**src/rtl/pll_calc_pkg.sv**
```systemverilog
package pll_calc_pkg;

  typedef enum logic [3:0] {
    ST_IDLE    = 4'd0,
    ST_MUL_INT = 4'd1,
    ST_DIV_REF = 4'd2,
    ST_MUL_FRC = 4'd3,
    ST_DIV_FRC = 4'd4,
    ST_DIV_PA  = 4'd5,
    ST_DIV_PB  = 4'd6,
    ST_DIV_NO  = 4'd7
  } calc_state_e;

endpackage

```
**src/rtl/pll_calc_mul.sv**
```systemverilog
module pll_calc_mul #(
  parameter int A_W = 32,
  parameter int B_W = 24,
  parameter int P_W = 64
) (
  input  logic           clk,
  input  logic           rst,
  input  logic           go,
  input  logic [A_W-1:0] op_a,
  input  logic [B_W-1:0] op_b,
  output logic [P_W-1:0] prod
);

  always_ff @(posedge clk) begin
    if (rst) begin
      prod <= '0;
    end else if (go) begin
      prod <= P_W'(op_a) * P_W'(op_b);
    end
  end

endmodule

```
**src/rtl/pll_calc_div.sv**
```systemverilog
module pll_calc_div #(
  parameter int N_W = 64,
  parameter int D_W = 7
) (
  input  logic           clk,
  input  logic           rst,
  input  logic           go,
  input  logic [N_W-1:0] dividend,
  input  logic [D_W-1:0] divisor,
  output logic [N_W-1:0] quotient,
  output logic           fin
);

  localparam int CNT_W = $clog2(N_W);

  logic [N_W-1:0]   quo_q;
  logic [D_W-1:0]   rem_q;
  logic [D_W-1:0]   dvs_q;
  logic [CNT_W-1:0] cnt_q;
  logic             run_q;
  logic [D_W:0]     trial;
  logic [D_W:0]     diff;
  logic             take;

  assign trial = {rem_q, quo_q[N_W-1]};
  assign diff  = trial - {1'b0, dvs_q};
  assign take  = (trial >= {1'b0, dvs_q});

  always_ff @(posedge clk) begin
    if (rst) begin
      quo_q <= '0;
      rem_q <= '0;
      dvs_q <= '0;
      cnt_q <= '0;
      run_q <= 1'b0;
      fin   <= 1'b0;
    end else if (go) begin
      quo_q <= dividend;
      rem_q <= '0;
      dvs_q <= divisor;
      cnt_q <= '0;
      run_q <= 1'b1;
      fin   <= 1'b0;
    end else if (run_q) begin
      rem_q <= take ? diff[D_W-1:0] : trial[D_W-1:0];
      quo_q <= {quo_q[N_W-2:0], take};
      cnt_q <= cnt_q + CNT_W'(1);
      if (cnt_q == CNT_W'(N_W - 1)) begin
        run_q <= 1'b0;
        fin   <= 1'b1;
      end
    end else begin
      fin <= 1'b0;
    end
  end

  assign quotient = quo_q;

endmodule

```
**src/rtl/pll_calc_seq.sv**
```systemverilog
module pll_calc_seq
  import pll_calc_pkg::*;
#(
  parameter int FREQ_W = 32,
  parameter int FB_W   = 12,
  parameter int REF_W  = 6,
  parameter int PD_W   = 3,
  parameter int FRAC_W = 24,
  parameter int NR_W   = 6,
  parameter int NO_W   = 4,
  parameter int NF_W   = 13,
  parameter int ACC_W  = 64,
  parameter int MB_W   = 24,
  parameter int DV_W   = 7
) (
  input  logic              clk,
  input  logic              rst,
  input  logic              start,
  input  logic              style,
  input  logic [FREQ_W-1:0] parent_hz,
  input  logic [FB_W-1:0]   fb_div,
  input  logic [REF_W-1:0]  ref_div,
  input  logic [PD_W-1:0]   post_div_a,
  input  logic [PD_W-1:0]   post_div_b,
  input  logic [FRAC_W-1:0] frac_val,
  input  logic              int_mode,
  input  logic [NR_W-1:0]   nr_code,
  input  logic [NO_W-1:0]   no_code,
  input  logic [NF_W-1:0]   nf_code,
  input  logic              bypass,
  output logic              mul_go,
  output logic [FREQ_W-1:0] mul_a,
  output logic [MB_W-1:0]   mul_b,
  input  logic [ACC_W-1:0]  mul_p,
  output logic              div_go,
  output logic [ACC_W-1:0]  div_n,
  output logic [DV_W-1:0]   div_d,
  input  logic [ACC_W-1:0]  div_q,
  input  logic              div_fin,
  output logic              busy,
  output logic              done,
  output logic              err,
  output logic [ACC_W-1:0]  freq_out
);

  calc_state_e       state_q;
  logic [FREQ_W-1:0] l_parent;
  logic [REF_W-1:0]  l_ref;
  logic [PD_W-1:0]   l_pa;
  logic [PD_W-1:0]   l_pb;
  logic [FRAC_W-1:0] l_frac;
  logic              l_int;
  logic              l_legacy;
  logic [NR_W-1:0]   l_nr;
  logic [NO_W-1:0]   l_no;
  logic [ACC_W-1:0]  acc_q;

  logic accept, take_bypass, take_zero;

  assign accept      = start && (state_q == ST_IDLE);
  assign take_bypass = style && bypass;
  assign take_zero   = !style && ((ref_div == '0) || (post_div_a == '0) || (post_div_b == '0));

  always_comb begin
    mul_go = 1'b0;
    mul_a  = l_parent;
    mul_b  = '0;
    div_go = 1'b0;
    div_n  = div_q;
    div_d  = '0;
    unique case (state_q)
      ST_IDLE: begin
        if (accept && !take_bypass && !take_zero) begin
          mul_go = 1'b1;
          mul_a  = parent_hz;
          mul_b  = style ? (MB_W'(nf_code) + MB_W'(1)) : MB_W'(fb_div);
        end
      end
      ST_MUL_INT: begin
        div_go = 1'b1;
        div_n  = mul_p;
        div_d  = l_legacy ? (DV_W'(l_nr) + DV_W'(1)) : DV_W'(l_ref);
      end
      ST_DIV_REF: begin
        if (div_fin) begin
          if (l_legacy) begin
            div_go = 1'b1;
            div_d  = DV_W'(l_no) + DV_W'(1);
          end else if (!l_int) begin
            mul_go = 1'b1;
            mul_b  = MB_W'(l_frac);
          end else begin
            div_go = 1'b1;
            div_d  = DV_W'(l_pa);
          end
        end
      end
      ST_MUL_FRC: begin
        div_go = 1'b1;
        div_n  = mul_p;
        div_d  = DV_W'(l_ref);
      end
      ST_DIV_FRC: begin
        if (div_fin) begin
          div_go = 1'b1;
          div_n  = acc_q + (div_q >> FRAC_W);
          div_d  = DV_W'(l_pa);
        end
      end
      ST_DIV_PA: begin
        if (div_fin) begin
          div_go = 1'b1;
          div_d  = DV_W'(l_pb);
        end
      end
      default: ;
    endcase
  end

  always_ff @(posedge clk) begin
    if (rst) begin
      state_q  <= ST_IDLE;
      l_parent <= '0;
      l_ref    <= '0;
      l_pa     <= '0;
      l_pb     <= '0;
      l_frac   <= '0;
      l_int    <= 1'b0;
      l_legacy <= 1'b0;
      l_nr     <= '0;
      l_no     <= '0;
      acc_q    <= '0;
      done     <= 1'b0;
      err      <= 1'b0;
      freq_out <= '0;
    end else begin
      done <= 1'b0;
      unique case (state_q)
        ST_IDLE: begin
          if (accept) begin
            l_parent <= parent_hz;
            l_ref    <= ref_div;
            l_pa     <= post_div_a;
            l_pb     <= post_div_b;
            l_frac   <= frac_val;
            l_int    <= int_mode;
            l_legacy <= style;
            l_nr     <= nr_code;
            l_no     <= no_code;
            if (take_bypass) begin
              freq_out <= ACC_W'(parent_hz);
              err      <= 1'b0;
              done     <= 1'b1;
            end else if (take_zero) begin
              freq_out <= '0;
              err      <= 1'b1;
              done     <= 1'b1;
            end else begin
              state_q <= ST_MUL_INT;
            end
          end
        end
        ST_MUL_INT: state_q <= ST_DIV_REF;
        ST_DIV_REF: begin
          if (div_fin) begin
            if (l_legacy) begin
              state_q <= ST_DIV_NO;
            end else if (!l_int) begin
              acc_q   <= div_q;
              state_q <= ST_MUL_FRC;
            end else begin
              state_q <= ST_DIV_PA;
            end
          end
        end
        ST_MUL_FRC: state_q <= ST_DIV_FRC;
        ST_DIV_FRC: if (div_fin) state_q <= ST_DIV_PA;
        ST_DIV_PA:  if (div_fin) state_q <= ST_DIV_PB;
        ST_DIV_PB, ST_DIV_NO: begin
          if (div_fin) begin
            freq_out <= div_q;
            err      <= 1'b0;
            done     <= 1'b1;
            state_q  <= ST_IDLE;
          end
        end
        default: state_q <= ST_IDLE;
      endcase
    end
  end

  assign busy = (state_q != ST_IDLE);

endmodule

```
**src/rtl/pll_freq_calc.sv**
```systemverilog
module pll_freq_calc #(
  parameter int FREQ_W = 32,
  parameter int FB_W   = 12,
  parameter int REF_W  = 6,
  parameter int PD_W   = 3,
  parameter int FRAC_W = 24,
  parameter int NR_W   = 6,
  parameter int NO_W   = 4,
  parameter int NF_W   = 13,
  parameter int ACC_W  = 64
) (
  input  logic              clk,
  input  logic              rst,
  input  logic              start,
  input  logic              style,
  input  logic [FREQ_W-1:0] parent_hz,
  input  logic [FB_W-1:0]   fb_div,
  input  logic [REF_W-1:0]  ref_div,
  input  logic [PD_W-1:0]   post_div_a,
  input  logic [PD_W-1:0]   post_div_b,
  input  logic [FRAC_W-1:0] frac_val,
  input  logic              int_mode,
  input  logic [NR_W-1:0]   nr_code,
  input  logic [NO_W-1:0]   no_code,
  input  logic [NF_W-1:0]   nf_code,
  input  logic              bypass,
  output logic              busy,
  output logic              done,
  output logic              err,
  output logic [ACC_W-1:0]  freq_out
);

  localparam int MB_A = (FB_W > FRAC_W) ? FB_W : FRAC_W;
  localparam int MB_W = (MB_A > NF_W + 1) ? MB_A : NF_W + 1;
  localparam int DV_A = (REF_W > PD_W) ? REF_W : PD_W;
  localparam int DV_B = (NR_W > NO_W) ? NR_W + 1 : NO_W + 1;
  localparam int DV_W = (DV_A > DV_B) ? DV_A : DV_B;

  logic              mul_go;
  logic [FREQ_W-1:0] mul_a;
  logic [MB_W-1:0]   mul_b;
  logic [ACC_W-1:0]  mul_p;
  logic              div_go;
  logic [ACC_W-1:0]  div_n;
  logic [DV_W-1:0]   div_d;
  logic [ACC_W-1:0]  div_q;
  logic              div_fin;

  pll_calc_mul #(.A_W(FREQ_W), .B_W(MB_W), .P_W(ACC_W)) u_mul (
    .clk(clk), .rst(rst), .go(mul_go), .op_a(mul_a), .op_b(mul_b), .prod(mul_p)
  );

  pll_calc_div #(.N_W(ACC_W), .D_W(DV_W)) u_div (
    .clk(clk), .rst(rst), .go(div_go), .dividend(div_n), .divisor(div_d),
    .quotient(div_q), .fin(div_fin)
  );

  pll_calc_seq #(
    .FREQ_W(FREQ_W), .FB_W(FB_W), .REF_W(REF_W), .PD_W(PD_W), .FRAC_W(FRAC_W),
    .NR_W(NR_W), .NO_W(NO_W), .NF_W(NF_W), .ACC_W(ACC_W), .MB_W(MB_W), .DV_W(DV_W)
  ) u_seq (
    .clk(clk), .rst(rst), .start(start), .style(style), .parent_hz(parent_hz),
    .fb_div(fb_div), .ref_div(ref_div), .post_div_a(post_div_a), .post_div_b(post_div_b),
    .frac_val(frac_val), .int_mode(int_mode), .nr_code(nr_code), .no_code(no_code),
    .nf_code(nf_code), .bypass(bypass),
    .mul_go(mul_go), .mul_a(mul_a), .mul_b(mul_b), .mul_p(mul_p),
    .div_go(div_go), .div_n(div_n), .div_d(div_d), .div_q(div_q), .div_fin(div_fin),
    .busy(busy), .done(done), .err(err), .freq_out(freq_out)
  );

endmodule

```
**config.mk**
```make
export PLATFORM = sky130hd
export DESIGN_NAME = pll_freq_calc
export DESIGN_NICKNAME = d
export VERILOG_FILES = /design/src/rtl/pll_calc_pkg.sv /design/src/rtl/pll_calc_mul.sv /design/src/rtl/pll_calc_div.sv /design/src/rtl/pll_calc_seq.sv /design/src/rtl/pll_freq_calc.sv
export SDC_FILE = /design/constraint.sdc
export NUM_CORES = 2
export LEC_CHECK = 0
export ABC_AREA = 1
export BUFFER_PORTS_ARGS = -buffer_cell sky130_fd_sc_hd__buf_2
export CAP_MARGIN = 20
export CORE_UTILIZATION = 60
export DETAILED_ROUTE_END_ITERATION = 10
export PLACE_DENSITY_LB_ADDON = 0.15
export SLEW_MARGIN = 20
export SYNTH_ARGS = -nofsm -noshare
export SYNTH_HDL_FRONTEND = slang
export SYNTH_SLANG_ARGS = --single-unit
```
**constraint.sdc**
```tcl
create_clock -name clk -period 14 [get_ports clk]
set_clock_uncertainty 0.15 [all_clocks]
set_input_delay 0.7 -clock clk [delete_from_list [all_inputs] [get_ports clk]]
set_output_delay 0.7 -clock clk [all_outputs]
set_load 0.01 [all_outputs]
```
==> impl_results.md <==
* Total negative slack for setup checks at 0 ns
* Share of synthesized flip-flops with an asynchronous set or reset at 0%
* Clock tree from TritonCTS: built
* Non-filler instance count after layout at 7367
* Placed wire-length estimate after detailed placement at 128000 um
* Worst-Margin Slew at 1.13 ns
* Placed instance count at 7299
* Core Footprint at 74700 um2
* Total routing resource utilization after global routing at 41.9%
* Global-route wire length before repair at 245000 um
* Filler cells at 6983
* Number of slew-limit violations in the final report at 0
* Leakage power at 24.0 nW
* Post-Route Utilization at 64.4%
* Syn Inst Count at 6358
* Proportion of layout cells with a drive suffix above 1 at 6.74%
* Die H at 277 um
* Detailed-route wire length at 160000 um
* Width of the die at 277 um
* Synthesized cell area at 45400 um2
* Aggregate global routing overflow at 0
* Via count of the first global-routing pass at 41300
* Footprint of the multi-input gates at 31900 um2
* Mapped Nets at 7360
* Number of distinct library cells after synthesis at 57
* Fmax at 97.3 MHz
* Rel. slew slack at 24.1%
* Initial antenna violation count at 0
* Hold Violations, Final at 0
* P per Cell Area at 128 nW/um2
* Syn avg cell area at 7.15 um2
* Most common cell on crit path: sky130_fd_sc_hd__fa_1
* Post-detailed-route via-to-cell ratio at 5.73
* Number of hold-repair buffers added at the cts stage at 0
* Minimum period implied by the final worst setup slack at 10.28 ns
* Number of core rows at 100
* Clock slew at reported path FFs at 0.06 ns
* Wire length per cell at 21.7 um
* Category of the worst setup path capture point: flip-flop
* Iteration-0 DRC count of the detailed router at 4400
* H-tree depth at 2
* Largest voltage drop on the vdd net at 0.162 mV
* Seq/Total Area, Yosys at 15.6%
* Hold Crit Class: in2reg
* I/O pin count at 176
* Startpoint-to-endpoint class of the critical path: reg2reg
* EDFF count, synth at 0
* Data required time of the critical path at 14.28 ns
* Buffers inserted during post-CTS setup optimization at 0
* Crit path DAT at 10.56 ns
* Number of vias after detailed routing at 42200
* Number of register bits inferred by synthesis at 355
* Fin Hold WS at 0.225 ns
* Yosys warns at 0
* Die Outline Area at 76800 um2
* Maximum number of pins on one net before global-route repair at 119
* Setup repair after global routing missed its margin: no
* FF/Latch Area at 7110 um2
* Port buffer count at 175
* Prevailing post-synth register cell: sky130_fd_sc_hd__dfxtp_1
* Relative area change from synthesis to final layout at 5.82%
* Effective utilization at floorplan at 60.8%
* Smallest setup slack after layout at 3.72 ns
* Worst slack after detailed placement at 3.82 ns
* First drt pass iteration count at 7
* Number of buffers created by CTS at 37
* Critical path startpoint category: flip-flop
* Clock net sink count at 355
* CTS max path bufs at 3
* Longest individual stage delay on the worst path at 0.81 ns
* Routability congestion estimate at 1.07
* Post_cts resized at 0
* CTS Root Cell: sky130_fd_sc_hd__clkbuf_16
* Worst-path fanout max at 50
* Total Nets Final at 7372
* Run status: finished, final reports clean
* Final setup violating endpoints at 0
* Number of routed nets with antenna violations at 0
* Fin crit share at 73.4%
* Count of max-cap constraint violations at 0
* Total DRC errors in the routed layout at 0
* Cell with the largest stage delay on the worst path: sky130_fd_sc_hd__o21ai_0
* Skew-Pair Late Insertion Delay at 0.56 ns
cell usage after synthesis, types with 38 or more instances:
cell	count	share of area, %
sky130_fd_sc_hd__a21oi_1	418	4.6
sky130_fd_sc_hd__buf_2	98	1.1
sky130_fd_sc_hd__clkbuf_1	140	1.2
sky130_fd_sc_hd__dfxtp_1	355	16
sky130_fd_sc_hd__fa_1	660	29
sky130_fd_sc_hd__ha_1	233	6.4
sky130_fd_sc_hd__inv_1	1374	11
sky130_fd_sc_hd__nand2_1	1357	11
sky130_fd_sc_hd__nand3_1	217	2.4
sky130_fd_sc_hd__nand4_1	38	0.52
sky130_fd_sc_hd__nor2_1	737	6.1
sky130_fd_sc_hd__o211ai_1	49	0.81
sky130_fd_sc_hd__o21ai_0	270	3.0
sky130_fd_sc_hd__or2_2	41	0.56
sky130_fd_sc_hd__xnor2_1	50	0.96
critical path: cells and delay by family, from the launching register on:
kind	cells	cell delay, ns
adder cells (fa/ha/maj)	8	3.81
buffers and inverters	10	2.03
AND/OR/NAND/NOR	9	1.80
AO/OA/AOI/OAI	4	1.59
flip-flops	1	0.38
XOR/XNOR	1	0.30
path summary, 6_finish.rpt:
| kind | start | end | slack (ns) | cells past startpoint |
|---|---|---|---|---|
| max | u_seq.state_q[1] | u_mul.prod[23] | 3.72 | 32 |
| min | no_code[1] | u_seq.l_no[1] | 0.22 | 3 |
| max reg2reg | u_seq.state_q[1] | u_mul.prod[23] | 3.72 | 32 |
| min reg2reg | u_seq.freq_out[51] | u_seq.freq_out[51] | 0.31 | 2 |
stage by stage:
step / total power, mW / area [um2]
after floorplan: 3.83 / 45400
after global placement: 5.00 / 46800
after detailed placement: 5.04 / 46800
after CTS: 6.08 / 48100
after global routing: 6.55 / 48100
final: 6.16 / 48100
state kept, by name, indices dropped and copies added, names as in the netlist:
signal,flops
u_seq.acc_q,64
u_seq.l_pa,3
u_seq.l_no,4
u_div.run_q,1
u_seq.l_parent,32
u_seq.freq_out,64
u_seq.l_ref,6
u_div.dvs_q,7
u_seq.l_frac,24
u_seq.done,1
u_seq.err,1
u_seq.l_int,1
u_div.cnt_q,6
u_div.quotient,64
u_seq.l_pb,3
u_div.fin,1
u_mul.prod,56
u_seq.l_nr,6
u_seq.l_legacy,1
u_div.rem_q,7
u_seq.state_q,3
routing by layer:
metal | part of all wire, % | GRT usage, %
met1 | 41 | 58.0
met2 | 43 | 63.3
met3 | 11 | 11.3
met4 | 4.0 | 14.4
met5 | 0.086 | 1.31
where the power goes:
| group | switching, mW | internal [mW] | total [mW] | leakage [nW] |
|---|---|---|---|---|
| clock network | 0.455 | 0.574 | 1.03 | 0.603 |
| logic | 2.51 | 1.12 | 3.63 | 20.5 |
| registers | 0.266 | 1.23 | 1.50 | 2.90 |
layout make-up:
| type | instances | share of cell area (%) |
|---|---|---|
| Multi-Input combinational cell | 4329 | 66.2 |
| Inverter | 1407 | 11.0 |
| Sequential cell | 355 | 14.8 |
| Timing Repair Buffer | 240 | 2.88 |
| Tap cell | 969 | 2.52 |
| Antenna cell | 1 | 0.00520 |
| Clock buffer | 49 | 2.19 |
| Clock inverter | 17 | 0.383 |
cell families after synthesis:
family | count (synthesis) | share of synthesized area [%]
fa+ha+maj | 893 | 35.5
buf+inv | 1674 | 14.3
simple gates | 2467 | 21.9
compound gates | 902 | 11.4
xor+xnor | 67 | 1.29
flops | 355 | 15.6
cell usage in the layout, fill, tap and decap left out, types with 39 or more instances in the layout:
| cell | netlist | routed |
|---|---|---|
| sky130_fd_sc_hd__buf_4 | 17 | 65 |
| sky130_fd_sc_hd__o21ai_0 | 270 | 270 |
| sky130_fd_sc_hd__clkbuf_16 | 0 | 39 |
| sky130_fd_sc_hd__fa_1 | 660 | 660 |
| sky130_fd_sc_hd__or2_2 | 41 | 41 |
| sky130_fd_sc_hd__nand2_1 | 1357 | 1355 |
| sky130_fd_sc_hd__dfxtp_1 | 355 | 355 |
| sky130_fd_sc_hd__inv_1 | 1374 | 1372 |
| sky130_fd_sc_hd__ha_1 | 233 | 233 |
| sky130_fd_sc_hd__o211ai_1 | 49 | 49 |
| sky130_fd_sc_hd__xnor2_1 | 50 | 50 |
| sky130_fd_sc_hd__buf_2 | 98 | 174 |
| sky130_fd_sc_hd__nor2_1 | 737 | 732 |
| sky130_fd_sc_hd__a21oi_1 | 418 | 418 |
| sky130_fd_sc_hd__nand3_1 | 217 | 217 |
Note: power is estimated with default switching activity, not from simulation.
